`src/rtl/wdt_pkg.sv`:
```
package wdt_pkg;
  localparam int FSEL_W = 5;
  typedef logic [FSEL_W-1:0] fsel_t;
endpackage

```
`src/rtl/wdt_prescaler.sv`:
```
module wdt_prescaler #(
  parameter int TICK_DIV = 9_570_000
) (
  input  logic clk,
  input  logic rst,
  input  logic hold,
  output logic tick
);
  localparam int PRE_W = (TICK_DIV > 1) ? $clog2(TICK_DIV) : 1;
  localparam logic [PRE_W-1:0] LAST = PRE_W'(TICK_DIV - 1);

  logic [PRE_W-1:0] phase;

  assign tick = (phase == LAST) && !hold;

  always_ff @(posedge clk) begin
    if (rst || hold)        phase <= '0;
    else if (phase == LAST) phase <= '0;
    else                    phase <= phase + 1'b1;
  end
endmodule

```
`src/rtl/wdt_expiry_counter.sv`:
```
module wdt_expiry_counter #(
  parameter int CNT_W = 8
) (
  input  logic             clk,
  input  logic             rst,
  input  logic             restart,
  input  logic             tick,
  input  logic [CNT_W-1:0] limit,
  output logic             expire
);
  logic [CNT_W-1:0] elapsed;
  logic [CNT_W:0]   next_count;

  assign next_count = {1'b0, elapsed} + 1'b1;
  // a limit of zero is already met by the first tick
  assign expire = tick && !restart && (next_count >= {1'b0, limit});

  always_ff @(posedge clk) begin
    if (rst || restart) elapsed <= '0;
    else if (tick && !(&elapsed)) elapsed <= elapsed + 1'b1;
  end
endmodule

```
`src/rtl/wdt_sel_mux.sv`:
```
module wdt_sel_mux
  import wdt_pkg::*;
(
  input  logic  clk,
  input  logic  rst,
  input  fsel_t strap_pins,
  input  logic  sel_src,
  input  fsel_t reg_code,
  input  fsel_t safe_code,
  input  logic  use_safe,
  output fsel_t freq_sel
);
  fsel_t strap_q;
  fsel_t normal_code;

  assign normal_code = sel_src ? reg_code : strap_q;

  always_ff @(posedge clk) begin
    if (rst) begin
      strap_q  <= ~strap_pins;
      freq_sel <= ~strap_pins;
    end else begin
      freq_sel <= use_safe ? safe_code : normal_code;
    end
  end
endmodule

```
`src/rtl/wdt_reset_stretch.sv`:
```
module wdt_reset_stretch #(
  parameter int RST_CYCLES = 16
) (
  input  logic clk,
  input  logic rst,
  input  logic trigger,
  output logic reset_n
);
  localparam int PULSE_W = $clog2(RST_CYCLES + 1);
  localparam logic [PULSE_W-1:0] LOAD = PULSE_W'(RST_CYCLES);

  logic [PULSE_W-1:0] remain;

  always_ff @(posedge clk) begin
    if (rst) begin
      remain  <= '0;
      reset_n <= 1'b1;
    end else if (trigger) begin
      remain  <= LOAD;
      reset_n <= 1'b0;
    end else if (remain > 1) begin
      remain  <= remain - 1'b1;
      reset_n <= 1'b0;
    end else begin
      remain  <= '0;
      reset_n <= 1'b1;
    end
  end
endmodule

```
`src/rtl/wdt_safe_freq.sv`:
```
module wdt_safe_freq
  import wdt_pkg::*;
#(
  parameter int CNT_W      = 8,
  parameter int TICK_DIV   = 9_570_000,
  parameter int RST_CYCLES = 16
) (
  input  logic             clk,
  input  logic             rst,
  input  logic [4:0]       strap_pins_i,
  input  logic [CNT_W-1:0] wd_count_i,
  input  logic             wd_enable_i,
  input  logic [4:0]       safe_code_i,
  input  logic             sel_src_i,
  input  logic [4:0]       reg_code_i,
  input  logic             freq_change_i,
  input  logic             kick_i,
  input  logic             alarm_clr_i,
  output logic [4:0]       freq_sel_o,
  output logic             alarm_o,
  output logic             reset_n_o
);
  logic  hold_count;
  logic  tick;
  logic  expire;
  logic  alarm_next;
  fsel_t sel_q;

  // counting is frozen while disarmed, alarmed, or being kicked
  assign hold_count = kick_i || !wd_enable_i || alarm_o;

  wdt_prescaler #(.TICK_DIV(TICK_DIV)) u_pre (
    .clk(clk), .rst(rst), .hold(hold_count), .tick(tick)
  );

  wdt_expiry_counter #(.CNT_W(CNT_W)) u_cnt (
    .clk(clk), .rst(rst), .restart(hold_count), .tick(tick),
    .limit(wd_count_i), .expire(expire)
  );

  // expiry takes priority over a simultaneous clear
  always_comb begin
    alarm_next = alarm_o;
    if (alarm_clr_i) alarm_next = 1'b0;
    if (expire)      alarm_next = 1'b1;
  end

  always_ff @(posedge clk) begin
    if (rst) alarm_o <= 1'b0;
    else     alarm_o <= alarm_next;
  end

  wdt_sel_mux u_mux (
    .clk(clk), .rst(rst), .strap_pins(strap_pins_i), .sel_src(sel_src_i),
    .reg_code(reg_code_i), .safe_code(safe_code_i), .use_safe(alarm_next),
    .freq_sel(sel_q)
  );
  assign freq_sel_o = sel_q;

  wdt_reset_stretch #(.RST_CYCLES(RST_CYCLES)) u_rst (
    .clk(clk), .rst(rst), .trigger(expire || freq_change_i), .reset_n(reset_n_o)
  );
endmodule

```
`config.mk`:
```
export PLATFORM = sky130hd
export DESIGN_NAME = wdt_safe_freq
export DESIGN_NICKNAME = d
export VERILOG_FILES = /design/src/rtl/wdt_pkg.sv /design/src/rtl/wdt_prescaler.sv /design/src/rtl/wdt_expiry_counter.sv /design/src/rtl/wdt_sel_mux.sv /design/src/rtl/wdt_reset_stretch.sv /design/src/rtl/wdt_safe_freq.sv
export SDC_FILE = /design/constraint.sdc
export NUM_CORES = 1
export LEC_CHECK = 0
export CORE_MARGIN = 2
export CORE_UTILIZATION = 50
export DETAILED_ROUTE_END_ITERATION = 8
export PLACE_DENSITY = 0.78
export SYNTH_ARGS = -nofsm -noshare
export SYNTH_HDL_FRONTEND = slang
export SYNTH_SLANG_ARGS = --single-unit
```
`constraint.sdc`:
```
create_clock -name clk -period 3.4 [get_ports clk]
set_input_delay 0.68 -clock clk [delete_from_list [all_inputs] [get_ports clk]]
set_output_delay 0.68 -clock clk [all_outputs]
set_load 0.02 [all_outputs]
```
Word-level counts from Yosys, hierarchy flattened
Cells that the tools add are included.
{"block": "totals", "input_bits": 30, "output_inout_bits": 7, "ff_bits": 49}
{"block": "classes", "bitwise_logic": 2, "n_eq_ne": 1, "add_sub_neg": 4, "reduce_logical": 14, "muxes": 9, "magnitude_cmp": 2}
{"cell": "5-bit two-way mux", "count": 5}
{"cell": "24-bit by 1-bit adder with 24-bit output, second input constant", "count": 1}
{"cell": "24-bit == test, second input constant", "count": 1}
{"cell": "8-bit by 1-bit adder with 9-bit output, second input constant", "count": 1}
{"cell": "9-bit by 8-bit greater-or-equal comparator with 1-bit output", "count": 1}
{"cell": "8-bit by 1-bit adder with 8-bit output, second input constant", "count": 1}
{"cell": "8-bit AND reduction", "count": 1}
{"cell": "5-bit by 1-bit greater-than comparator with 1-bit output, second input constant", "count": 1}
{"cell": "5-bit inverter", "count": 1}
{"cell": "5-bit by 1-bit subtractor with 5-bit output, second input constant", "count": 1}
{"cell": "1-bit logical AND", "count": 4}
{"cell": "1-bit logical OR", "count": 4}
{"cell": "1-bit two-way mux", "count": 4}
{"cell": "1-bit zero test", "count": 3}
{"cell": "3-bit OR reduction", "count": 1}
{"cell": "2-bit OR reduction", "count": 1}
{"cell": "1-bit inverter", "count": 1}

Depth between registers and ports, before layout
Gate-level depths: netlist (run 1).
{"block": "depth", "word_depth": 10, "depth_mapped": 11}

Hierarchy
Synthesis (run 1) repeated with hierarchy kept, for this count alone.
{"block": "hier_totals", "hier_cells": 290, "area_unflattened_um2": 2557.5}
{"module": "wdt_prescaler", "n_inst": 1, "cells_each": 134, "seq_area_each_um2": 480.5, "area_per_inst_um2": 1139.8}
{"module": "wdt_expiry_counter", "n_inst": 1, "cells_each": 86, "seq_area_each_um2": 160.2, "area_per_inst_um2": 660.6}
{"module": "wdt_sel_mux", "n_inst": 1, "cells_each": 37, "seq_area_each_um2": 250.2, "area_per_inst_um2": 446.7}
{"module": "wdt_reset_stretch", "n_inst": 1, "cells_each": 26, "seq_area_each_um2": 120.1, "area_per_inst_um2": 256.5}
{"module": "wdt_safe_freq", "n_inst": 1, "cells_each": 7, "seq_area_each_um2": 20.0, "area_per_inst_um2": 53.8}

Worst setup path before layout (run 1)
Ideal clock, no wire load.
{"block": "synth_path", "kind": "register to register", "startpoint": "register u_cnt.elapsed[0]", "endpoint": "register u_mux.freq_sel[0]", "arrival_time_ps": 2519, "setup_ps": 122, "synth_period_minus_slack_ps": 2641, "stages_incl_launch_ff": 12, "path_slack_ps": 759, "path_cell_list": "dfxtp_1 -> ha_1 -> and3_1 -> and3_1 -> xor2_1 -> ha_1 -> and3_2 -> a21oi_1 -> and3_2 -> nand2_1 -> and3b_2 -> a221o_1"}
{"block": "synth_via", "elab_chain_cells": 6}
{"element": "start, declared", "line_no": "wdt_expiry_counter.sv:11", "source": "logic [CNT_W-1:0] elapsed;"}
{"element": "start signal, assigned", "line_no": "wdt_expiry_counter.sv:20", "source": "else if (tick && !(&elapsed)) elapsed <= elapsed + 1'b1;"}
{"element": "8-bit by 1-bit adder with 9-bit output", "line_no": "wdt_expiry_counter.sv:14", "source": "assign next_count = {1'b0, elapsed} + 1'b1;"}
{"element": "named net u_cnt.next_count[6]", "line_no": "wdt_expiry_counter.sv:12", "source": "logic [CNT_W:0] next_count;"}
{"element": "9-bit by 8-bit greater-or-equal comparator with 1-bit output", "line_no": "wdt_expiry_counter.sv:16", "source": "assign expire = tick && !restart && (next_count >= {1'b0, limit});"}
{"element": "1-bit logical AND", "line_no": "wdt_expiry_counter.sv:16"}
{"element": "1-bit two-way mux", "line_no": "wdt_safe_freq.sv:45", "source": "if (expire) alarm_next = 1'b1;"}
{"element": "5-bit two-way mux", "line_no": "wdt_sel_mux.sv:23", "source": "freq_sel <= use_safe ? safe_code : normal_code;"}
{"element": "5-bit two-way mux", "line_no": "wdt_sel_mux.sv:19", "source": "if (rst) begin"}
{"element": "end signal, assigned", "line_no": "wdt_sel_mux.sv:21", "source": "freq_sel <= ~strap_pins;"}
{"element": "end signal, assigned", "line_no": "wdt_sel_mux.sv:23"}
{"element": "end, declared", "line_no": "wdt_sel_mux.sv:11", "source": "output fsel_t freq_sel"}
The timed path passes the listed nets, and every way through them passes these cells.
A chain may end at the register's enable or synchronous reset.

Worst setup path in the final report (run 1)
{"block": "layout_path", "startpoint": "register u_cnt.elapsed[0]", "endpoint": "register u_mux.freq_sel[1]"}
The elaborated chain is that of the path after synthesis.

==> results.sh, run 1 <==
export IMPL_cpMaxStageDelayCell="dfxtp_1"
export IMPL_cts_tree="yes"
export IMPL_grt_max_degree=24
export IMPL_synth_top_flop_cell="dfxtp_1"
export IMPL_finalHoldViolCount=0
export IMPL_gp_congestion=0.846
export IMPL_drt_total_wl_um=4770
export IMPL_cp_start_kind="flop"
export IMPL_crit_type="reg -> reg"
export IMPL_max_slew_margin=0.487
export IMPL_clkPwrFrac=0.309
export IMPL_netlist_area_um2=2490
export IMPL_post_place_cells=367
export IMPL_dpl_hpwl_um=3580
export IMPL_ioPinCount=37
export IMPL_synth_cell_types=41
export IMPL_synthArstFlopShare=0
export IMPL_path_buf_inv=0
export IMPL_postRouteAntennaNets=0
export IMPL_maxCapViolations=0
export IMPL_drive_gt1_frac=0.0974
export IMPL_hold_class="reg -> reg"
export IMPL_vdd_drop_max_mv=0.207
export IMPL_grt_ovfl_total=0
export IMPL_postSynthCellCount=270
export IMPL_setup_viol_count_final=0
export IMPL_fin_crit_ps=2860
export IMPL_grt_usage=0.188
export IMPL_arrival_ps=3060
export IMPL_htreeDepth=2
export IMPL_core_area_um2=4750
export IMPL_reg2reg_depth=11
export IMPL_clock_path_buffers=2
export IMPL_synth_warning_count=0
export IMPL_firstDrtPassIters=4
export IMPL_dr_first_iter_drc_count=119
export IMPL_layout_cells_non_filler=375
export IMPL_crit_path_end_kind="flop"
export IMPL_path_delay_family="simple AND/OR/NAND/NOR gates"
export IMPL_cp_required_ps=3600
export IMPL_path_max_fanout=5
export IMPL_vias=1950
export IMPL_die_h_um=74.6
export IMPL_min_path_cells=1
export IMPL_initial_core_util=0.524
export IMPL_n_antenna_cell=0
export IMPL_clk_insertion_delay_late_ps=300
export IMPL_drv_slew=0
export IMPL_internal_power_mw=0.821
export IMPL_drc=0
export IMPL_fin_nets=349
export IMPL_p_sw_mw=0.260
export IMPL_fin_crit_sh=0.841
export IMPL_portBuffers=36
export IMPL_rows=25
export IMPL_crit_chain="ha_1 -> and3_1 -> and3_1 -> xor2_1 -> ha_1 -> and3_2 -> a21oi_1 -> and3_2 -> nand2_1 -> and3b_2 -> a221o_1"
export IMPL_synth_edf_count=5
export IMPL_skew_ps=14.2
export IMPL_cts_resized=0
export IMPL_avgRoutedWirePerCell_um=12.7
export IMPL_antenna_found_initial=0
export IMPL_seq_area_frac_synth=0.414
export IMPL_viasPerCell=5.20
export IMPL_root_buffer="clkbuf_8"
export IMPL_power_frac_comb=0.124
export IMPL_tightest_slew_ps=770
export IMPL_hold_buffers=0
export IMPL_syn_area_per_cell_um2=9.23
export IMPL_outcome="finished, final reports clean"
export IMPL_syn_num_nets=312
export IMPL_ys_ff_latch=49
export IMPL_cts_buffers=5
export IMPL_tns_ps=0
export IMPL_clkTransAtPathRegs_ps=90
export IMPL_grt_pass1_wl_um=8240
export IMPL_synthToLayoutAreaGrowth_pct=19.8
export IMPL_die_area_um2=5560
export IMPL_switching_share=0.241
export IMPL_grt_pass1_vias=1973
export IMPL_critPathMaxStageDelay_ps=400
export IMPL_max_freq_ghz=0.350
export IMPL_whs_ps=443
export IMPL_power_density_nw_per_um2=362
export IMPL_crit_cells=11
export IMPL_cts_sinks=49
export IMPL_pwr_share_seq=0.567
export IMPL_rsz0062_at_grt="no"
export IMPL_post_cts_setup_buffer_count=0
export IMPL_p_leak_nw=1.19
export IMPL_die_w_um=74.6
[cells by family after synthesis]
group / count (synthesis) / share of synthesized area
muxes: 6 / 0.0266
buffers and inverters: 25 / 0.0462
DFF: 49 / 0.414
AOI/OAI and AO/OA: 28 / 0.0768
adders and majority gates: 12 / 0.0603
xor gates and xnor gates: 35 / 0.123
and+or+nand+nor: 115 / 0.253
[synth_stat cells (2+ instances only)]
cell type	instances	area share
a221o_1	5	0.020
nor4_1	4	0.010
buf_2	3	0.0060
nand2_1	13	0.020
mux2_2	5	0.023
xnor2_1	12	0.042
xor2_1	23	0.081
nor2b_1	3	0.0075
nor4_2	2	0.010
inv_1	17	0.026
a21o_1	4	0.012
and3_2	5	0.015
nand4_1	8	0.020
and4_1	2	0.0070
and3_1	9	0.023
dfxtp_1	44	0.35
nor3_1	8	0.016
nand3_1	12	0.024
clkbuf_1	3	0.0045
edfxtp_1	5	0.060
nor2_1	37	0.056
a21oi_1	16	0.032
ha_1	12	0.060
[layer usage]
metal / GRT usage / vias up / wire length (µm)
li1: - / 1003 / -
met1: 0.232 / 897 / 2250
met2: 0.327 / 41 / 2270
met3: 0.0379 / 9 / 194
met4: 0.0615 / 0 / 63
met5: 0 / - / 0
[cell usage in the layout (no fill, tap or decap), types with 2 or more instances in the layout]
master / n
a221o_1: 5
nor4_2: 2
edfxtp_1: 5
nor3_1: 8
clkbuf_8: 5
ha_1: 12
xnor2_1: 12
dfxtp_1: 44
a21oi_1: 16
nand3_1: 12
xor2_1: 23
nor2b_1: 3
nand2_1: 13
nand4_1: 8
inv_1: 17
a21o_1: 4
and3_1: 9
clkdlybuf4s50_1: 36
nor4_1: 4
and3_2: 5
mux2_2: 5
and4_1: 2
nor2_1: 37
buf_4: 2
[final timing paths]
kind                                 startpoint                   endpoint  slack (ps)
hold / removal        u_pre.phase[0]$_SDFF_PP0_  u_pre.phase[0]$_SDFF_PP0_         440
hold reg to reg       u_pre.phase[0]$_SDFF_PP0_  u_pre.phase[0]$_SDFF_PP0_         440
setup / recovery  u_cnt.elapsed[0]$_SDFFE_PP0P_  u_mux.freq_sel[1]$_DFF_P_         540
setup reg to reg  u_cnt.elapsed[0]$_SDFFE_PP0P_  u_mux.freq_sel[1]$_DFF_P_         540
[sequential cells by signal (all words and copies together) (netlist names)]
register        count
u_cnt.elapsed       8
u_mux.strap_q       5
u_rst.reset_n       1
u_mux.freq_sel      5
alarm_o             1
u_pre.phase        24
u_rst.remain        5
[power groups by stage]
stage                     registers [mW]  logic (mW)  clock network (mW)
after floorplan                    0.633      0.0643                   0
after global placement             0.626       0.130                   0
after detailed placement           0.626       0.134                   0
after CTS                          0.613       0.135               0.345
after global routing               0.616       0.149               0.366
final                              0.613       0.134               0.334
[area by class of cell]
type / count / area (µm²)
fill: 427 / 1770
multi-input combinational: 196 / 1350
sequential: 49 / 1030
timing repair buffer: 38 / 375
tap: 67 / 83.8
clock buffer: 5 / 68.8
inverter: 17 / 63.8
clock inverter: 3 / 17.5
[through the flow]
| step | utilization | total power [mW] | instance area, µm² | setup WS, ps |
|---|---|---|---|---|
| after detailed placement | 0.610 | 0.760 | 2900 | 518 |
| final | 0.628 | 1.08 | 2990 | 540 |
| after global placement | 0.610 | 0.756 | 2900 | 610 |
| after floorplan | - | 0.698 | 2490 | 759 |
| after CTS | 0.628 | 1.09 | 2990 | 524 |
| after global routing | 0.628 | 1.13 | 2990 | 357 |
(Power assumes the default switching activity.)
==> inputs of run 2 (changes only) <==
--- a/config.mk
+++ b/config.mk
@@ -6,9 +6,9 @@
 export NUM_CORES = 1
 export LEC_CHECK = 0
 export CORE_MARGIN = 2
-export CORE_UTILIZATION = 50
+export CORE_UTILIZATION = 49
 export DETAILED_ROUTE_END_ITERATION = 8
-export PLACE_DENSITY = 0.78
+export PLACE_DENSITY = 0.79
 export SYNTH_ARGS = -nofsm -noshare
 export SYNTH_HDL_FRONTEND = slang
 export SYNTH_SLANG_ARGS = --single-unit
==> constraint.sdc (replaced) <==
create_clock -name clk -period 2.6 [get_ports clk]
set_input_delay 0.52 -clock clk [delete_from_list [all_inputs] [get_ports clk]]
set_output_delay 0.52 -clock clk [all_outputs]
set_load 0.02 [all_outputs]
==> results.sh, run 2 (synthesis results as in run 1) <==
export IMPL_layout_cells_non_filler=391
export IMPL_layout_common_cells="dfxtp_1, nor2_1, clkdlybuf4s50_1"
export IMPL_hold_class="reg -> reg"
export IMPL_grt_pass1_wl_um=8140
export IMPL_top_register="u_pre.phase"
export IMPL_tightest_slew_ps=751
export IMPL_skew_ps=4.81
export IMPL_grt_pass1_vias=2037
export IMPL_whs_ps=456
export IMPL_ff2ff_setup_slack_ps=80
export IMPL_cts_tree="yes"
export IMPL_postRouteAntennaNets=0
export IMPL_portBuffers=36
export IMPL_drt_total_wl_um=5050
export IMPL_fin_crit_ps=2520
export IMPL_drive_gt1_frac=0.179
export IMPL_vias=2055
export IMPL_cts_sinks=49
export IMPL_grt_max_degree=24
export IMPL_crit_chain="and3_4 -> and3_4 -> nand3_2 -> xnor2_2 -> ha_1 -> and3_4 -> a21oi_2 -> and3_4 -> buf_4 -> a21boi_4 -> nor3_4 -> a221o_1"
export IMPL_grt_ovfl_total=0
export IMPL_clkTransAtPathRegs_ps=90
export IMPL_p_leak_nw=1.27
export IMPL_fin_crit_sh=0.969
export IMPL_fillerInstances=380
export IMPL_die_h_um=75.3
export IMPL_outcome="finished, final reports clean"
export IMPL_htreeDepth=2
export IMPL_die_w_um=75.3
export IMPL_die_area_um2=5670
export IMPL_cts_buffers=5
export IMPL_post_place_cells=380
export IMPL_power_density_nw_per_um2=442
export IMPL_fin_nets=365
export IMPL_maxCapViolations=0
export IMPL_cp_start_kind="flop"
export IMPL_antenna_found_initial=0
export IMPL_dr_first_iter_drc_count=102
export IMPL_reg_top3="u_pre.phase: 24 flops, u_cnt.elapsed: 8 flops"
export IMPL_drc=0
export IMPL_core_area_um2=4820
export IMPL_multiInputGateArea_um2=1430
export IMPL_hold_buffers=0
export IMPL_crit_top_cell="and3_4"
export IMPL_vdd_drop_max_mv=0.402
export IMPL_finalHoldViolCount=0
export IMPL_clk_insertion_delay_late_ps=300
export IMPL_path_delay_family="simple AND/OR/NAND/NOR gates"
export IMPL_largest_reg_flops=24
export IMPL_p_total_mw=1.41
export IMPL_setup_viol_count_final=0
export IMPL_synthToLayoutAreaGrowth_pct=28.3
export IMPL_max_freq_ghz=0.397
export IMPL_ioPinCount=37
export IMPL_final_common_cell="dfxtp_1"
export IMPL_avgRoutedWirePerCell_um=12.9
export IMPL_max_slew_margin=0.500
export IMPL_path_buf_inv=1
export IMPL_critPathMaxStageDelay_ps=370
export IMPL_clock_path_buffers=2
export IMPL_cpMaxStageDelayCell="dfxtp_2"
export IMPL_drv_slew=0
export IMPL_grt_usage=0.185
export IMPL_rows=25
export IMPL_gp_congestion=0.840
export IMPL_path_max_fanout=5
export IMPL_firstDrtPassIters=4
export IMPL_initial_core_util=0.517
export IMPL_root_buffer="clkbuf_8"
export IMPL_cp_required_ps=2790
export IMPL_dpl_hpwl_um=3750
export IMPL_seqCellArea_um2=1040
export IMPL_arrival_ps=2710
export IMPL_n_antenna_cell=0
export IMPL_crit_type="reg -> reg"
export IMPL_crit_path_end_kind="flop"
export IMPL_viasPerCell=5.26
-- run 2: cell types whose count changed in the layout (fill, tap and decap cells not counted), sizes merged --
| cell | before | now |
|---|---|---|
| clkinv | 3 | 0 |
| clkbuf | 5 | 7 |
| buf | 2 | 18 |
| clkinvlp | 0 | 1 |
-- run 2: worst paths after layout --
| check | endpoint | start | cells past startpoint |
|---|---|---|---|
| max reg2reg | u_mux.freq_sel[3]$_DFF_P_ | u_cnt.elapsed[0]$_SDFFE_PP0P_ | 12 |
| max | u_mux.freq_sel[3]$_DFF_P_ | u_cnt.elapsed[0]$_SDFFE_PP0P_ | 12 |
| min | u_pre.phase[0]$_SDFF_PP0_ | u_pre.phase[0]$_SDFF_PP0_ | 1 |
| min reg2reg | u_pre.phase[0]$_SDFF_PP0_ | u_pre.phase[0]$_SDFF_PP0_ | 1 |
-- run 2: through the flow --
stage	area, µm²	setup TNS [ps]	setup slack (ps)	util
finish	3200	0	79.4	0.664
CTS	3130	0	5.15	0.651
detailed placement	3010	-344	-83.5	0.624
global route	3200	-13.4	-7.70	0.664
global placement	3010	0	2.33	0.624
floorplan	2500	0	1.24	-
-- run 2: routing by layer --
metal	track usage	wire (µm)	vias up
li1	-	-	1040
met5	0	0	-
met3	0.0529	201	8
met2	0.339	2460	42
met1	0.206	2310	965
met4	0.0565	72	0
-- run 2: repair_timing --
| item | in CTS | in global routing |
|---|---|---|
| endpoints found under the setup margin | 5 | 7 |
| pin swaps | 5 | 12 |
| resized for setup | 8 | 8 |
| buffers inserted | 1 | 2 |
-- run 2: layout make-up --
cell class / instances / area share
repair buffers: 54 / 0.156
flip-flops and latches: 49 / 0.324
multi-input cells: 196 / 0.447
well taps: 67 / 0.0262
inverters: 17 / 0.0200
clock inverters: 1 / 0.00235
clock buffers: 7 / 0.0239
-- run 2: power breakdown --
| group | total, mW | leakage [nW] | switching [mW] | internal (mW) |
|---|---|---|---|---|
| Combinational | 0.182 | 0.824 | 0.0785 | 0.104 |
| Clock | 0.430 | 0.0385 | 0.239 | 0.191 |
| Sequential | 0.800 | 0.408 | 0.0129 | 0.787 |
| Total | 1.41 | 1.27 | 0.331 | 1.08 |
==> inputs of run 3 (changes only) <==
--- a/config.mk
+++ b/config.mk
@@ -5,10 +5,12 @@
 export SDC_FILE = /design/constraint.sdc
 export NUM_CORES = 1
 export LEC_CHECK = 0
+export ABC_CLOCK_PERIOD_IN_PS = 2600
 export CORE_MARGIN = 2
-export CORE_UTILIZATION = 49
+export CORE_UTILIZATION = 50
+export CTS_BUF_LIST = sky130_fd_sc_hd__clkbuf_8
 export DETAILED_ROUTE_END_ITERATION = 8
-export PLACE_DENSITY = 0.79
+export PLACE_DENSITY = 0.8
 export SYNTH_ARGS = -nofsm -noshare
 export SYNTH_HDL_FRONTEND = slang
 export SYNTH_SLANG_ARGS = --single-unit
==> results.sh, run 3 (synthesis results as in run 1) <==
export IMPL_outcome="finished, final reports clean"
export IMPL_crit_type="reg -> reg"
export IMPL_setup_viol_count_final=0
export IMPL_synthToLayoutAreaGrowth_pct=29.7
export IMPL_ioPinCount=37
export IMPL_firstDrtPassIters=4
export IMPL_clk_insertion_delay_late_ps=300
export IMPL_n_antenna_cell=0
export IMPL_p_leak_nw=1.30
export IMPL_clock_path_buffers=2
export IMPL_die_w_um=74.6
export IMPL_vias=2022
export IMPL_drive_gt1_frac=0.185
export IMPL_root_buffer="clkbuf_8"
export IMPL_path_max_fanout=5
export IMPL_cp_required_ps=2790
export IMPL_antenna_found_initial=0
export IMPL_drc=0
export IMPL_dr_first_iter_drc_count=96
export IMPL_vdd_drop_max_mv=0.329
export IMPL_largest_reg_flops=24
export IMPL_cts_sinks=49
export IMPL_initial_core_util=0.524
export IMPL_clkTransAtPathRegs_ps=90
export IMPL_rsz0062_at_grt="yes"
export IMPL_reg_top3="u_pre.phase: 24 flops, u_cnt.elapsed: 8 flops"
export IMPL_die_area_um2=5560
export IMPL_die_h_um=74.6
export IMPL_layout_cells_non_filler=392
export IMPL_hold_class="reg -> reg"
export IMPL_finalHoldViolCount=0
export IMPL_htreeDepth=2
export IMPL_fillerInstances=396
export IMPL_gp_congestion=0.845
export IMPL_crit_path_end_kind="flop"
export IMPL_fin_nets=366
export IMPL_grt_pass1_vias=1976
export IMPL_portBuffers=36
export IMPL_arrival_ps=2750
export IMPL_power_density_nw_per_um2=478
export IMPL_drt_total_wl_um=5130
export IMPL_grt_max_degree=24
export IMPL_grt_pass1_wl_um=8080
export IMPL_fin_crit_sh=0.982
export IMPL_tightest_slew_ps=763
export IMPL_cts_buffers=5
export IMPL_max_freq_ghz=0.391
export IMPL_rows=25
export IMPL_max_slew_margin=0.492
export IMPL_final_common_cell="dfxtp_1"
export IMPL_skew_ps=6.97
export IMPL_maxCapViolations=0
export IMPL_avgRoutedWirePerCell_um=13.1
export IMPL_cts_tree="yes"
export IMPL_dpl_hpwl_um=3680
export IMPL_post_place_cells=381
export IMPL_cp_start_kind="flop"
export IMPL_whs_ps=449
export IMPL_drv_slew=0
export IMPL_postRouteAntennaNets=0
export IMPL_top_register="u_pre.phase"
export IMPL_core_area_um2=4750
export IMPL_layout_common_cells="dfxtp_1, nor2_1, clkdlybuf4s50_1"
export IMPL_grt_usage=0.185
export IMPL_grt_ovfl_total=0
export IMPL_viasPerCell=5.16
export IMPL_fin_crit_ps=2550
-- run 3: cell count changes in the layout (fill, tap and decap cells not counted), sizes merged --
cell and change:
buf +1, clkbuf -1, bufinv +1
-- run 3: timing repair --
item / 4_1_cts / 5_1_grt
setup buffers: 0 / 3
hold buffers: 0 / 0
resized for setup: 5 / 10
setup endpoints to repair: 5 / 7
pin swaps: 3 / 11
endpoints found under the hold margin: 0 / 0
-- run 3: path summary, 6_finish.rpt --
| check | start | endpoint | slack [ps] | cells after the start |
|---|---|---|---|---|
| worst max-delay path | u_cnt.elapsed[1]$_SDFFE_PP0P_ | u_mux.freq_sel[0]$_DFF_P_ | 50 | 11 |
| worst min-delay path | u_pre.phase[0]$_SDFF_PP0_ | u_pre.phase[0]$_SDFF_PP0_ | 450 | 1 |
| worst max register to register | u_cnt.elapsed[1]$_SDFFE_PP0P_ | u_mux.freq_sel[0]$_DFF_P_ | 50 | 11 |
| worst min register to register | u_pre.phase[0]$_SDFF_PP0_ | u_pre.phase[0]$_SDFF_PP0_ | 450 | 1 |
-- run 3: critical path, cell delays in order, from the launching register on --
cell and delay, ps:
dfxtp_4 370, and3_4 190, and3_4 200, nand3_4 80, xnor2_2 160, ha_1 310
and3_4 180, a21oi_2 130, and3_4 200, nand2_2 50, and3b_2 240, a221o_1 320
-- run 3: routing by layer --
layer / track usage / part of all wire
met5: 0 / 0
met2: 0.327 / 0.49
met1: 0.215 / 0.44
met3: 0.0420 / 0.050
met4: 0.0774 / 0.012
-- run 3: layout make-up --
class	count	area, µm²	area share
Timing Repair Buffer	55	503	0.156
Clock buffer	6	82.6	0.0256
Multi-Input combinational cell	196	1420	0.441
Clock inverter	2	37.5	0.0116
Inverter	17	63.8	0.0198
Sequential cell	49	1040	0.321
Tap cell	67	83.8	0.0259
-- run 3: stage by stage --
stage	worst slack, ps	setup TNS, ps	total power, mW	utilization	cell area, µm²
after floorplan	1.24	0	0.912	-	2500
after global placement	3.17	0	0.991	0.634	3020
after detailed placement	-64.0	-212	0.996	0.634	3020
after CTS	2.92	0	1.55	0.663	3150
after global routing	-45.3	-161	1.61	0.679	3230
final	45.7	0	1.54	0.679	3230
-- run 3: where the power goes --
part	switching [mW]	leakage, nW	internal (mW)
Sequential	0.0141	0.408	0.787
Clock	0.247	0.0574	0.313
Combinational	0.0800	0.831	0.103
Total	0.341	1.30	1.20
